==> config.mk <==
export PLATFORM = sky130hd
export DESIGN_NAME = smic_host_ctrl
export DESIGN_NICKNAME = d
export VERILOG_FILES = /design/src/rtl/smic_host_pkg.sv /design/src/rtl/smic_byte_store.sv /design/src/rtl/smic_tmo_timer.sv /design/src/rtl/smic_result_view.sv /design/src/rtl/smic_host_ctrl.sv
export SDC_FILE = /design/constraint.sdc
export NUM_CORES = 1
export LEC_CHECK = 0
export BUFFER_PORTS_ARGS = -buffer_cell sky130_fd_sc_hd__buf_4
export CAP_MARGIN = 10
export CORE_MARGIN = 2
export CORE_UTILIZATION = 45
export DETAILED_ROUTE_END_ITERATION = 10
export GPL_TIMING_DRIVEN = 0
export SLEW_MARGIN = 20
export SYNTH_ARGS = -nofsm -noshare
export SYNTH_HDL_FRONTEND = slang
export SYNTH_SLANG_ARGS = --single-unit
==> constraint.sdc <==
create_clock -name clk_i -period 3.3 [get_ports clk_i]
set_input_delay 0.33 -clock clk_i [delete_from_list [all_inputs] [get_ports clk_i]]
set_output_delay 0.33 -clock clk_i [all_outputs]
set_load 0.005 [all_outputs]
==> src/rtl/smic_host_pkg.sv <==
package smic_host_pkg;
  localparam logic [1:0] OFS_DATA  = 2'd0;
  localparam logic [1:0] OFS_CS    = 2'd1;
  localparam logic [1:0] OFS_FLAGS = 2'd2;

  localparam int FB_RX   = 7;
  localparam int FB_TX   = 6;
  localparam int FB_MSG  = 2;
  localparam int FB_BUSY = 0;

  localparam logic [7:0] CC_GET_STATUS = 8'h40;
  localparam logic [7:0] CC_WR_START   = 8'h41;
  localparam logic [7:0] CC_WR_NEXT    = 8'h42;
  localparam logic [7:0] CC_WR_END     = 8'h43;
  localparam logic [7:0] CC_RD_START   = 8'h44;
  localparam logic [7:0] CC_RD_NEXT    = 8'h45;
  localparam logic [7:0] CC_RD_END     = 8'h46;

  localparam logic [7:0] SC_READY    = 8'hC0;
  localparam logic [7:0] SC_WR_START = 8'hC1;
  localparam logic [7:0] SC_WR_NEXT  = 8'hC2;
  localparam logic [7:0] SC_WR_END   = 8'hC3;
  localparam logic [7:0] SC_RD_START = 8'hC4;
  localparam logic [7:0] SC_RD_NEXT  = 8'hC5;
  localparam logic [7:0] SC_RD_END   = 8'hC6;

  localparam logic [7:0] RES_TRUNC  = 8'hC6;
  localparam logic [7:0] RES_UNSPEC = 8'hFF;

  typedef enum logic [3:0] {
    ST_IDLE, ST_START, ST_PROBE, ST_WSTART, ST_WNEXT, ST_WEND,
    ST_TURN, ST_RSTART, ST_RNEXT, ST_REND, ST_DEAD
  } xact_st_e;

  typedef enum logic [2:0] {
    PH_POLL, PH_STAT, PH_DREAD, PH_CMD, PH_BYTE, PH_HS
  } step_ph_e;

  typedef enum logic [1:0] {
    DM_STORE, DM_WCHK, DM_RCHK
  } dread_e;
endpackage

==> src/rtl/smic_byte_store.sv <==
module smic_byte_store #(
  parameter int DEPTH = 80,
  parameter int AW    = 7
) (
  input  logic          clk_i,
  input  logic          we_i,
  input  logic [AW-1:0] waddr_i,
  input  logic [7:0]    wdata_i,
  input  logic [AW-1:0] raddr_i,
  output logic [7:0]    rdata_o
);
  logic [7:0] mem_q [DEPTH];

  always_ff @(posedge clk_i) begin
    if (we_i && (waddr_i < AW'(DEPTH))) mem_q[waddr_i] <= wdata_i;
  end

  assign rdata_o = (raddr_i < AW'(DEPTH)) ? mem_q[raddr_i] : 8'h00;
endmodule

==> src/rtl/smic_tmo_timer.sv <==
module smic_tmo_timer #(
  parameter int TIMEOUT_CYC = 200000,
  localparam int CW = $clog2(TIMEOUT_CYC + 1)
) (
  input  logic clk_i,
  input  logic rst_ni,
  input  logic load_i,
  input  logic run_i,
  output logic expired_o
);
  logic [CW-1:0] cnt_q;

  always_ff @(posedge clk_i or negedge rst_ni) begin
    if (!rst_ni)                       cnt_q <= CW'(TIMEOUT_CYC);
    else if (load_i)                   cnt_q <= CW'(TIMEOUT_CYC);
    else if (run_i && cnt_q != '0)     cnt_q <= cnt_q - 1'b1;
  end

  assign expired_o = (cnt_q == '0);
endmodule

==> src/rtl/smic_result_view.sv <==
module smic_result_view
  import smic_host_pkg::*;
#(
  parameter int AW = 7,
  parameter int LW = 8
) (
  input  logic [LW-1:0] fill_i,
  input  logic          trunc_i,
  input  logic [LW-1:0] cap_i,
  input  logic [AW-1:0] addr_i,
  input  logic [7:0]    mem_data_i,
  output logic [LW-1:0] len_o,
  output logic [7:0]    data_o
);
  logic          cut, tr, shrt;
  logic [LW-1:0] len_c;

  always_comb begin
    cut   = cap_i < fill_i;
    len_c = cut ? cap_i : fill_i;
    tr    = trunc_i | cut;
    shrt  = (cap_i >= LW'(3)) && (len_c < LW'(3));
    len_o = shrt ? LW'(3) : len_c;
    if (addr_i == AW'(2) && tr)        data_o = RES_TRUNC;
    else if (addr_i == AW'(2) && shrt) data_o = RES_UNSPEC;
    else                               data_o = mem_data_i;
  end
endmodule

==> src/rtl/smic_host_ctrl.sv <==
module smic_host_ctrl
  import smic_host_pkg::*;
#(
  parameter int MAX_LEN     = 80,
  parameter int MAX_RETRY   = 3,
  parameter int TIMEOUT_CYC = 200000,
  localparam int AW = $clog2(MAX_LEN),
  localparam int LW = $clog2(MAX_LEN + 1) + 1,
  localparam int RW = $clog2(MAX_RETRY + 2)
) (
  input  logic          clk_i,
  input  logic          rst_ni,
  input  logic          ld_we_i,
  input  logic [AW-1:0] ld_addr_i,
  input  logic [7:0]    ld_data_i,
  input  logic          start_i,
  input  logic [LW-1:0] start_len_i,
  output logic          start_ack_o,
  output logic          start_err_o,
  output logic          busy_o,
  output logic          done_o,
  output logic          fail_o,
  output logic          attn_o,
  output logic          absent_o,
  input  logic [LW-1:0] res_cap_i,
  input  logic [AW-1:0] res_addr_i,
  output logic [LW-1:0] res_len_o,
  output logic [7:0]    res_data_o,
  output logic          bus_req_o,
  output logic          bus_we_o,
  output logic [1:0]    bus_addr_o,
  output logic [7:0]    bus_wdata_o,
  input  logic [7:0]    bus_rdata_i
);
  xact_st_e      st_q, st_d, nxt_q, nxt_d;
  step_ph_e      ph_q, ph_d;
  dread_e        dm_q, dm_d;
  logic [7:0]    flags_q, flags_d, cmd_q, cmd_d;
  logic          cmd_byte_q, cmd_byte_d;
  logic [LW-1:0] wpos_q, wpos_d, wcnt_q, wcnt_d, olen_q, olen_d, rpos_q, rpos_d;
  logic          trunc_q, trunc_d;
  logic [RW-1:0] retry_q, retry_d;
  logic          done_q, done_d, fail_q, fail_d, attn_q, attn_d, absent_q, absent_d;
  logic          active, start_ok, tmo_exp, tmo_load, recover, rbuf_we;
  logic [7:0]    wbuf_rd, rbuf_rd;
  logic [7:0]    exp_wst;

  assign active   = (st_q != ST_IDLE) && (st_q != ST_DEAD);
  assign start_ok = start_i && (start_len_i >= LW'(2)) && (start_len_i <= LW'(MAX_LEN))
                    && !active;
  assign start_ack_o = start_ok;
  assign start_err_o = start_i && !start_ok;
  assign busy_o   = active;
  assign done_o   = done_q;
  assign fail_o   = fail_q;
  assign attn_o   = attn_q;
  assign absent_o = absent_q;

  smic_byte_store #(.DEPTH(MAX_LEN), .AW(AW)) i_wbuf (
    .clk_i, .we_i(ld_we_i), .waddr_i(ld_addr_i), .wdata_i(ld_data_i),
    .raddr_i(wpos_q[AW-1:0]), .rdata_o(wbuf_rd)
  );

  smic_byte_store #(.DEPTH(MAX_LEN), .AW(AW)) i_rbuf (
    .clk_i, .we_i(rbuf_we), .waddr_i(rpos_q[AW-1:0]), .wdata_i(bus_rdata_i),
    .raddr_i(res_addr_i), .rdata_o(rbuf_rd)
  );

  smic_tmo_timer #(.TIMEOUT_CYC(TIMEOUT_CYC)) i_tmo (
    .clk_i, .rst_ni, .load_i(tmo_load), .run_i(active), .expired_o(tmo_exp)
  );

  smic_result_view #(.AW(AW), .LW(LW)) i_view (
    .fill_i(rpos_q), .trunc_i(trunc_q), .cap_i(res_cap_i), .addr_i(res_addr_i),
    .mem_data_i(rbuf_rd), .len_o(res_len_o), .data_o(res_data_o)
  );

  // bus access decoded from the step phase
  always_comb begin
    bus_req_o   = 1'b1;
    bus_we_o    = 1'b0;
    bus_addr_o  = OFS_FLAGS;
    bus_wdata_o = 8'h00;
    unique case (ph_q)
      PH_POLL:  bus_req_o = (st_q != ST_DEAD) && !(active && tmo_exp);
      PH_STAT:  bus_addr_o = OFS_CS;
      PH_DREAD: bus_addr_o = OFS_DATA;
      PH_CMD:   begin bus_we_o = 1'b1; bus_addr_o = OFS_CS;   bus_wdata_o = cmd_q; end
      PH_BYTE:  begin bus_we_o = 1'b1; bus_addr_o = OFS_DATA; bus_wdata_o = wbuf_rd; end
      PH_HS:    begin bus_we_o = 1'b1; bus_wdata_o = flags_q | 8'h01; end
      default:  bus_req_o = 1'b0;
    endcase
  end

  assign exp_wst = (st_q == ST_WSTART) ? SC_WR_START : SC_WR_NEXT;

  always_comb begin
    st_d = st_q; nxt_d = nxt_q; ph_d = ph_q; dm_d = dm_q;
    flags_d = flags_q; cmd_d = cmd_q; cmd_byte_d = cmd_byte_q;
    wpos_d = wpos_q; wcnt_d = wcnt_q; olen_d = olen_q; rpos_d = rpos_q;
    trunc_d = trunc_q; retry_d = retry_q;
    attn_d = attn_q; absent_d = absent_q;
    done_d = 1'b0; fail_d = 1'b0;
    recover = 1'b0; tmo_load = 1'b0; rbuf_we = 1'b0;

    unique case (ph_q)
      PH_POLL: begin
        if (st_q == ST_IDLE) begin
          attn_d   = bus_rdata_i[FB_MSG];
          absent_d = (bus_rdata_i == 8'hFF);
        end else if (st_q == ST_DEAD) begin
          st_d = ST_IDLE; fail_d = 1'b1; retry_d = '0;
        end else if (tmo_exp) begin
          recover = 1'b1;
        end else if (!bus_rdata_i[FB_BUSY]) begin
          flags_d = bus_rdata_i;
          ph_d    = PH_STAT;
        end
      end
      PH_STAT: begin
        ph_d = PH_POLL;  // wait unless a command is chosen below
        unique case (st_q)
          ST_START: begin
            cmd_d = CC_GET_STATUS; cmd_byte_d = 1'b0; nxt_d = ST_PROBE; ph_d = PH_CMD;
          end
          ST_PROBE: begin
            if (bus_rdata_i != SC_READY) recover = 1'b1;
            else begin
              cmd_d = CC_WR_START; cmd_byte_d = 1'b1; nxt_d = ST_WSTART; ph_d = PH_CMD;
            end
          end
          ST_WSTART, ST_WNEXT: begin
            if (bus_rdata_i != exp_wst) recover = 1'b1;
            else if (flags_q[FB_TX]) begin
              cmd_byte_d = 1'b1; ph_d = PH_CMD;
              if (wcnt_q == LW'(1)) begin cmd_d = CC_WR_END;  nxt_d = ST_WEND;  end
              else                  begin cmd_d = CC_WR_NEXT; nxt_d = ST_WNEXT; end
            end
          end
          ST_WEND: begin
            if (bus_rdata_i != SC_WR_END) recover = 1'b1;
            else begin dm_d = DM_WCHK; ph_d = PH_DREAD; end
          end
          ST_TURN: begin
            if (flags_q[FB_RX]) begin
              cmd_d = CC_RD_START; cmd_byte_d = 1'b0; nxt_d = ST_RSTART; ph_d = PH_CMD;
            end
          end
          ST_RSTART: begin
            if (bus_rdata_i != SC_RD_START) recover = 1'b1;
            else if (flags_q[FB_RX]) begin
              dm_d = DM_STORE; cmd_d = CC_RD_NEXT; cmd_byte_d = 1'b0;
              nxt_d = ST_RNEXT; ph_d = PH_DREAD;
            end
          end
          ST_RNEXT: begin
            if (bus_rdata_i == SC_RD_END) begin
              dm_d = DM_STORE; cmd_d = CC_RD_END; cmd_byte_d = 1'b0;
              nxt_d = ST_REND; ph_d = PH_DREAD;
            end else if (bus_rdata_i == SC_RD_NEXT) begin
              if (flags_q[FB_RX]) begin
                dm_d = DM_STORE; cmd_d = CC_RD_NEXT; cmd_byte_d = 1'b0;
                nxt_d = ST_RNEXT; ph_d = PH_DREAD;
              end
            end else begin
              recover = 1'b1;
            end
          end
          ST_REND: begin
            if (bus_rdata_i != SC_READY) recover = 1'b1;
            else begin dm_d = DM_RCHK; ph_d = PH_DREAD; end
          end
          default: recover = 1'b1;
        endcase
      end
      PH_DREAD: begin
        unique case (dm_q)
          DM_STORE: begin
            if (rpos_q < LW'(MAX_LEN)) begin
              rbuf_we = 1'b1; rpos_d = rpos_q + 1'b1;
            end else begin
              trunc_d = 1'b1;  // overflow byte consumed and dropped
            end
            ph_d = PH_CMD;
          end
          DM_WCHK: begin
            if (bus_rdata_i != 8'h00) recover = 1'b1;
            else begin st_d = ST_TURN; tmo_load = 1'b1; ph_d = PH_POLL; end
          end
          DM_RCHK: begin
            if (bus_rdata_i != 8'h00) recover = 1'b1;
            else begin st_d = ST_IDLE; done_d = 1'b1; ph_d = PH_POLL; end
          end
          default: recover = 1'b1;
        endcase
      end
      PH_CMD:  ph_d = cmd_byte_q ? PH_BYTE : PH_HS;
      PH_BYTE: begin
        wpos_d = wpos_q + 1'b1; wcnt_d = wcnt_q - 1'b1; ph_d = PH_HS;
      end
      PH_HS: begin
        st_d = nxt_q; tmo_load = 1'b1; ph_d = PH_POLL;
      end
      default: ph_d = PH_POLL;
    endcase

    if (recover) begin
      ph_d = PH_POLL; tmo_load = 1'b1; retry_d = retry_q + 1'b1;
      if (retry_q >= RW'(MAX_RETRY)) begin
        st_d = ST_DEAD;
      end else begin
        st_d = ST_START; wpos_d = '0; wcnt_d = olen_q; rpos_d = '0; trunc_d = 1'b0;
      end
    end

    if (start_ok) begin
      st_d = ST_START; ph_d = PH_POLL; retry_d = '0; tmo_load = 1'b1;
      wpos_d = '0; wcnt_d = start_len_i; olen_d = start_len_i;
      rpos_d = '0; trunc_d = 1'b0;
    end
  end

  always_ff @(posedge clk_i or negedge rst_ni) begin
    if (!rst_ni) begin
      st_q <= ST_IDLE; nxt_q <= ST_IDLE; ph_q <= PH_POLL; dm_q <= DM_STORE;
      flags_q <= '0; cmd_q <= '0; cmd_byte_q <= 1'b0;
      wpos_q <= '0; wcnt_q <= '0; olen_q <= '0; rpos_q <= '0;
      trunc_q <= 1'b0; retry_q <= '0;
      done_q <= 1'b0; fail_q <= 1'b0; attn_q <= 1'b0; absent_q <= 1'b0;
    end else begin
      st_q <= st_d; nxt_q <= nxt_d; ph_q <= ph_d; dm_q <= dm_d;
      flags_q <= flags_d; cmd_q <= cmd_d; cmd_byte_q <= cmd_byte_d;
      wpos_q <= wpos_d; wcnt_q <= wcnt_d; olen_q <= olen_d; rpos_q <= rpos_d;
      trunc_q <= trunc_d; retry_q <= retry_d;
      done_q <= done_d; fail_q <= fail_d; attn_q <= attn_d; absent_q <= absent_d;
    end
  end


  idle_quiet_chk: assert property (@(posedge clk_i) disable iff (!rst_ni)
    (st_q == ST_IDLE) |-> !bus_we_o);

  start_excl_chk: assert property (@(posedge clk_i) disable iff (!rst_ni)
    !(start_ack_o && start_err_o));

  start_enter_chk: assert property (@(posedge clk_i) disable iff (!rst_ni)
    start_ack_o |=> (st_q == ST_START));

  hs_busy_bit_chk: assert property (@(posedge clk_i) disable iff (!rst_ni)
    (bus_req_o && bus_we_o && bus_addr_o == OFS_FLAGS) |-> bus_wdata_o[FB_BUSY]);

  busy_hold_chk: assert property (@(posedge clk_i) disable iff (!rst_ni)
    (active && ph_q == PH_POLL && !tmo_exp && bus_rdata_i[FB_BUSY] && !start_i)
    |=> (ph_q == PH_POLL && !bus_we_o));

  cmd_code_chk: assert property (@(posedge clk_i) disable iff (!rst_ni)
    (bus_req_o && bus_we_o && bus_addr_o == OFS_CS)
    |-> (bus_wdata_o >= CC_GET_STATUS && bus_wdata_o <= CC_RD_END));

  done_idle_chk: assert property (@(posedge clk_i) disable iff (!rst_ni)
    done_o |-> (st_q == ST_IDLE || st_q == ST_START));

  retry_bound_chk: assert property (@(posedge clk_i) disable iff (!rst_ni)
    retry_q <= RW'(MAX_RETRY + 1));

  dead_report_chk: assert property (@(posedge clk_i) disable iff (!rst_ni)
    (st_q == ST_DEAD && !start_i) |=> (fail_o && st_q == ST_IDLE));

  fill_bound_chk: assert property (@(posedge clk_i) disable iff (!rst_ni)
    rpos_q <= LW'(MAX_LEN));
endmodule

### Word level (Yosys, flattened, before mapping)

Memories as Yosys holds them, arrays and structs flattened.
Index checks and enable logic that the tools add are counted.

| storage, ports and cells | value |
|---|---|
| memory bits (writable) | 1280 |
| input bits | 50 |
| memories | 2 |
| word-level logic and storage cells | 265 |
| register bits | 87 |

| cells by class | value |
|---|---|
| $lt $le $gt $ge | 11 |
| equal/unequal tests | 46 |
| reduce and logical (&&, ||, !) cells | 45 |
| muxes and demuxes | 133 |
| add/subtract/negate cells | 5 |
| bitwise gates (word level) | 5 |

Memory list:

| name | words | bits a word | rd ports | clocked after Yosys merged registers in | write ports | RTL line | text |
|---|---|---|---|---|---|---|---|
| i_rbuf.mem_q | 80 | 8 | 1 | 0 | 1 | smic_byte_store.sv:12 | `logic [7:0] mem_q [DEPTH];` |
| i_wbuf.mem_q | 80 | 8 | 1 | 0 | 1 | smic_byte_store.sv:12 |  |

Operator list:

| operator | number |
|---|---|
| 2-to-1 mux 8 bit | 28 |
| 2-to-1 mux 4 bit | 15 |
| case mux 8 bit (6 select lines) | 1 |
| 2-to-1 mux 1 bit | 43 |
| 2-to-1 mux 18 bit | 2 |
| 2-to-1 mux 3 bit | 12 |
| 2-to-1 mux 2 bit | 17 |
| less-than comparator 7 bit, second input constant | 4 |
| equality test 8 bit, second input constant | 3 |
| != test 4 bit, second input constant | 6 |
| != test 8 bit, second input constant | 3 |
| case mux 4 bit (6 select lines) | 1 |
| case mux 8 bit (3 select lines) | 1 |
| zero test 18 bit | 1 |
| AND reduction 6 bit | 3 |
| nonzero test 18 bit | 1 |
| subtractor 18 x 1 -> 18 bit, second input constant | 1 |
| adder 8 x 1 -> 8 bit, second input constant | 2 |
| equality test 4 x 3 -> 1 bit, second input constant | 4 |
| greater-or-equal comparator 8 x 2 -> 1 bit, second input constant | 2 |
| case mux 2 bit (8 select lines) | 1 |
| != test 5 bit, second input constant | 3 |
| case mux 3 bit (5 select lines) | 1 |
| != test 2 bit, second input constant | 7 |
| other kinds (49) | 83 |

### Logic depth before layout (Yosys ltp)

| logic depth | value |
|---|---|
| depth after elaboration | 9 |
| gate-level depth with buffers | 11 |
| mapped depth without buffers | 9 |

### Modules after synthesis

A second synthesis with hierarchy kept.

| second synthesis, totals | value |
|---|---|
| cell total of the unflattened synthesis | 2978 |
| area, all modules | 55519.5 sq um |

By module, submodules not included:

| module | instances | cells each | area each (sq um) |
|---|---|---|---|
| smic_byte_store | 2 | 1164 | 24902.6 |
| smic_host_ctrl | 1 | 463 | 4125.2 |
| smic_tmo_timer | 1 | 119 | 1109.8 |
| smic_result_view | 1 | 68 | 479.2 |

### Worst setup path after synthesis

OpenSTA, ideal clock, no wires.

| timing | value |
|---|---|
| path kind | reg2reg |
| start point | register ph_q[2] |
| end point | memory i_rbuf.mem_q[31][0] (enable) |
| stages on the path, launching flop included | 9 |
| arrival | 2306 ps |
| required time | 2930 ps |
| slack | 624 ps |
| buffers on the path | 3 |
| setup time | 370 ps |
| clock period less this slack | 2676 ps |
| path through | dfrtp_1 buf_2 or3b_4 nor4b_4 and2_0 buf_2 nand3_1 clkbuf_1 nor2_1 |

| on the way | value |
|---|---|
| word-level cells in the longest chain between the ends | 5 |

RTL lines:

| item | RTL line | text |
|---|---|---|
| start, declared | smic_host_ctrl.sv:36 | `step_ph_e ph_q, ph_d;` |
| start signal, assigned | smic_host_ctrl.sv:231 | `st_q <= st_d; nxt_q <= nxt_d; ph_q <= ph_d; dm_q <= dm_d;` |
| equality test 3 x 2 -> 1 bit | smic_host_ctrl.sv:106 | `unique case (ph_q)` |
| 2-to-1 mux 1 bit | smic_host_ctrl.sv:106 |  |
| logical AND 1 bit | smic_byte_store.sv:15 | `if (we_i && (waddr_i < AW'(DEPTH))) mem_q[waddr_i] <= wdata_i;` |
| 2-to-1 mux 1 bit | smic_byte_store.sv:15 |  |
| 2-to-1 mux 1 bit (implied by the code) | smic_byte_store.sv:15 |  |
| end, declared | smic_byte_store.sv:12 |  |

No other way between the ends.

### Worst setup path after layout

| timing | value |
|---|---|
| start point | register wpos_q[1] |
| end point | output port bus_wdata_o[5] |

| on the way | value |
|---|---|
| word-level cells in the longest chain between the ends | 3 |
| elaborated cells on any way between the ends | 4 |
| classes of those cells | 1 x order compare; 2 x mux; 1 x memory |

RTL lines:

| item | RTL line | text |
|---|---|---|
| start, declared | smic_host_ctrl.sv:40 | `logic [LW-1:0] wpos_q, wpos_d, wcnt_q, wcnt_d, olen_q, olen_d, rpos_q, rpos_d;` |
| start signal, assigned | smic_host_ctrl.sv:233 | `wpos_q <= wpos_d; wcnt_q <= wcnt_d; olen_q <= olen_d; rpos_q <= rpos_d;` |
| memory (80 x 8 bit) / less-than comparator 7 bit (equally long branches) | - |  |
| 2-to-1 mux 8 bit (*) | smic_byte_store.sv:18 | `assign rdata_o = (raddr_i < AW'(DEPTH)) ? mem_q[raddr_i] : 8'h00;` |
| case mux 8 bit (3 select lines) (*) | smic_host_ctrl.sv:84 | `unique case (ph_q)` |
| end, declared | smic_host_ctrl.sv:32 | `output logic [7:0] bus_wdata_o,` |

Mark *: on every way between the ends. The rest lies on a longest branch, timed or not.

==> impl_metrics.csv <==
group,metric,value,unit
drt,routed_via_density,6.10,
clock_tree,cts_tree,"yes",
die,core,122000,sq um
worst_setup_path,worst_r2r_startpoint,"ph_q[2]",
sta,grt_setup_unrepaired,"true",
synthesis,synth.distinct_cells,90,
synthesis,synth_mux_area_frac,0.152,
cells_and_area,layout_common_cells,"1,280 x edfxtp_1, 321 x mux4_2, 165 x nor2_1",
worst_setup_path,worstReg2RegEnd,"i_rbuf.mem_q[77][0]",
cells_and_area,finalNetCount,3221,
cells_and_area,final_common_cell,"edfxtp_1",
clock_tree,clk_pin_slew,60,ps
clock_tree,clk_latency,760,ps
synthesis,synth.yosys.seq_area_share,0.737,
worst_setup_path,cp-start-kind,"flop",
global_routing,grt_pass1_wl,221000,um
worst_setup_path,r2r_slack,30,ps
run_status,violations,"negative setup slack",
drt,drc,0,
worst_setup_path,cp.required,2970,ps
sta,tightest_slew,1160,ps
worst_setup_path,crit_buf_inv,4,
drt,wl,154000,um
global_routing,antenna_found_initial,1,
clock_tree,cts_buffers,143,
global_routing,grt_start_max_net_pins,87,
cells_and_area,syn2layout_area_growth,17.7,%
cells_and_area,drive_gt1_frac,0.319,
synthesis,synth_fp_nets,2939,
worst_setup_path,endpoint_kind,"output port",
sta,final_hold_viol_count,0,
power,peakVddDrop,0.508,mV
drt,ant_nets,0,
synthesis,synth_fa_ha_area_frac,0.00409,
hold_path,hold_start,"start_len_i[7]",
run_status,status,"complete, but fails checks",
worst_setup_path,crit_arrival,3610,ps
worst_setup_path,path_max_fanout,10,
clock_tree,htreeDepth,4,
synthesis,synth_top_family_by_area,"multiplexers",
die,die_w,354,um
die,die_area,125000,sq um
clock_tree,clk_path_buf_depth,3,
worst_setup_path,cp_cell_sequence,"buf_6 -> buf_6 -> buf_8 -> mux4_2 -> a22oi_2 -> a21oi_2 -> nor4_4 -> o21ai_2 -> nand2_1 -> o21ai_2 -> buf_4",
die,initial_utilization,0.453,
worst_setup_path,critPathSlowestCell,"dfrtp_2",
power,p_leak,20.5,nW
synthesis,synthCells,2871,
sta,fin_tns_setup,-4880,ps
drt,vias,29800,
worst_setup_path,slowest_delay,450,ps
clock_tree,cts_sinks,1366,
power,cellPowerDensity,639,nW/um^2
synthesis,synthFlopType,"edfxtp_1",
cells_and_area,multi_input_area,15000,sq um
drt,post_drt_wl_per_cell,31.6,um
hold_path,min_to,"olen_q[1]",
sta,setup_violations,10,
job,cap_violations,0,
cells_and_area,final_util,0.533,
global_routing,grt_pass1_vias,30400,
synthesis,synth_xor_area_frac,0.00557,
die,die_h,354,um
placed_design,hpwl,99000,um
synthesis,ys_warn_count,0,
hold_path,min_path_cells,5,
cells_and_area,regArea,40600,sq um
sta,fin_crit_sh,1.19,
cells_and_area,nFillCells,9398,
global_routing,grt_overflow,0,
synthesis,synth_compound_area_frac,0.0368,
placed_design,port-buffer-count,76,
synthesis,avgSynthCellArea,19.2,sq um
synthesis,async_flop_share,0.0630,
drt,drtIter0Drc,3659,
synthesis,synth_edf_count,1280,
synthesis,ys_seq_elements,1366,
synthesis,synth_area,55100,sq um
clock_tree,root_buffer,"clkbuf_16",
sta,setup_ws,-636,ps
die,pin_count,85,
synthesis,synth-simple-area-share,0.0479,
worst_setup_path,rr_worst_depth,7,
sta,fin_worst_skew,14.3,ps
worst_setup_path,path_class,"reg -> out",
hold_path,hp-class,"in -> reg",
sta,fmax,0.254,GHz
sta,post-route-min-period,3940,ps
sta,final_max_slew_viol_count,0,
die,rows,128,
sta,slew_headroom,0.227,
worst_setup_path,crit_family,"buffers and inverters",
drt,dr.pass1.iters,8,
global_routing,grt_usage,0.247,
placed_design,gp_congestion,0.952,
==> registers in the layout, summed over array words and instances, names as in the netlist <==
name / cells
cmd_q: 8
wpos_q: 7
cmd_byte_q: 1
wcnt_q: 8
absent_o: 1
fail_o: 1
rpos_q: 8
flags_q: 7
i_tmo.cnt_q: 18
attn_o: 1
i_rbuf.mem_q: 640
trunc_q: 1
nxt_q: 4
dm_q: 2
olen_q: 8
done_o: 1
ph_q: 3
i_wbuf.mem_q: 640
retry_q: 3
st_q: 4
==> cells by family (layout without fill, tap and decap cells) <==
group / Yosys count / in the layout
compound gates: 287 / 287
xor+xnor: 35 / 35
fa+ha+maj: 18 / 18
buf+inv: 182 / 575
flops: 1366 / 1366
mux: 430 / 430
other cells: 0 / 1
simple gates: 553 / 553
==> final cells by class <==
cell class	instances	area share
Antenna cell	1	0.0000386
Clock buffer	170	0.0571
Multi-Input combinational cell	1323	0.231
Inverter	35	0.00218
Sequential cell	1366	0.626
Timing Repair Buffer	141	0.0197
Buffer	143	0.0198
Tap cell	1625	0.0314
Clock inverter	86	0.0126
==> worst max path at each step <==
stage	start	end	slack, ps	cells past startpoint
2_1_floorplan	ph_q[2]	i_rbuf.mem_q[31][0]	620	8
6_report	wpos_q[1]	bus_wdata_o[5]	-640	11
4_1_cts	wpos_q[0]	bus_wdata_o[4]	-680	9
3_5_place_dp	wpos_q[1]	bus_wdata_o[5]	-1570	11
3_3_place_gp	wpos_q[1]	bus_wdata_o[4]	-1700	9
5_1_grt	wpos_q[0]	bus_wdata_o[4]	-700	10
==> Yosys cell counts (all sizes together) (11+ instances only) <==
| library cell | n | area [sq um] |
|---|---|---|
| xnor2 | 21 | 184 |
| clkbuf | 53 | 199 |
| dfrtp | 80 | 2000 |
| nor2 | 251 | 950 |
| nor3 | 33 | 170 |
| o21a | 11 | 90.1 |
| o22ai | 34 | 213 |
| nor4 | 14 | 87.6 |
| nand2b | 26 | 163 |
| edfxtp | 1280 | 38400 |
| ha | 18 | 225 |
| mux4 | 321 | 7230 |
| a22oi | 32 | 240 |
| mux2 | 20 | 225 |
| o221ai | 11 | 96.3 |
| a21oi | 54 | 278 |
| xor2 | 14 | 123 |
| mux2i | 89 | 891 |
| nand2 | 105 | 397 |
| o21ai | 39 | 199 |
| nand3b | 11 | 86.3 |
| a221oi | 14 | 160 |
| inv | 33 | 124 |
| a211oi | 21 | 158 |
| nand3 | 22 | 110 |
| buf | 94 | 594 |
| nor2b | 32 | 200 |
==> power breakdown <==
group          internal [mW]  switching (mW)  leakage, nW  total (mW)
clock                   8.86            6.73         2.21        15.6
combinational           2.72            3.59         5.73        6.31
sequential              19.3           0.251         12.6        19.5
total                   30.9            10.6         20.5        41.4
==> worst min-delay path, cell delays in order <==
cell and delay (ps):
buf_4 80, nor4b_2 40, nand2_2 120, nand2_1 80, o21ai_0 80
==> metrics by stage <==
step           instances  setup slack, ps  instance area [sq um]  hold WS [ps]  power (mW)
2_1_floorplan       2871              624                  55100          34.4        23.3
5_1_grt             4890             -697                  64800          46.4        42.7
3_3_place_gp        4572            -1700                  57700           451        25.3
3_5_place_dp        4572            -1570                  57700           453        25.4
4_1_cts             4863             -683                  64100          10.6        41.5
6_report            4890             -636                  64800          11.5        41.4
==> timing repair <==
action / CTS / global route
gates cloned: 1 / 0
hold buffers: 8 / 0
hold endpoints to repair: 94 / 0
endpoints found under the setup margin: 666 / 217
gates resized for setup: 428 / 104
pin swaps: 21 / 31
buffers inserted: 30 / 26
==> routing by layer <==
layer,wire [um],GRT usage,vias to the layer above
li1,-,-,12300
met1,62500,0.340,15900
met2,75300,0.399,1302
met3,11200,0.0425,292
met4,5540,0.0906,0
met5,0,0,-
Note: power is estimated with default switching activity, not from simulation.
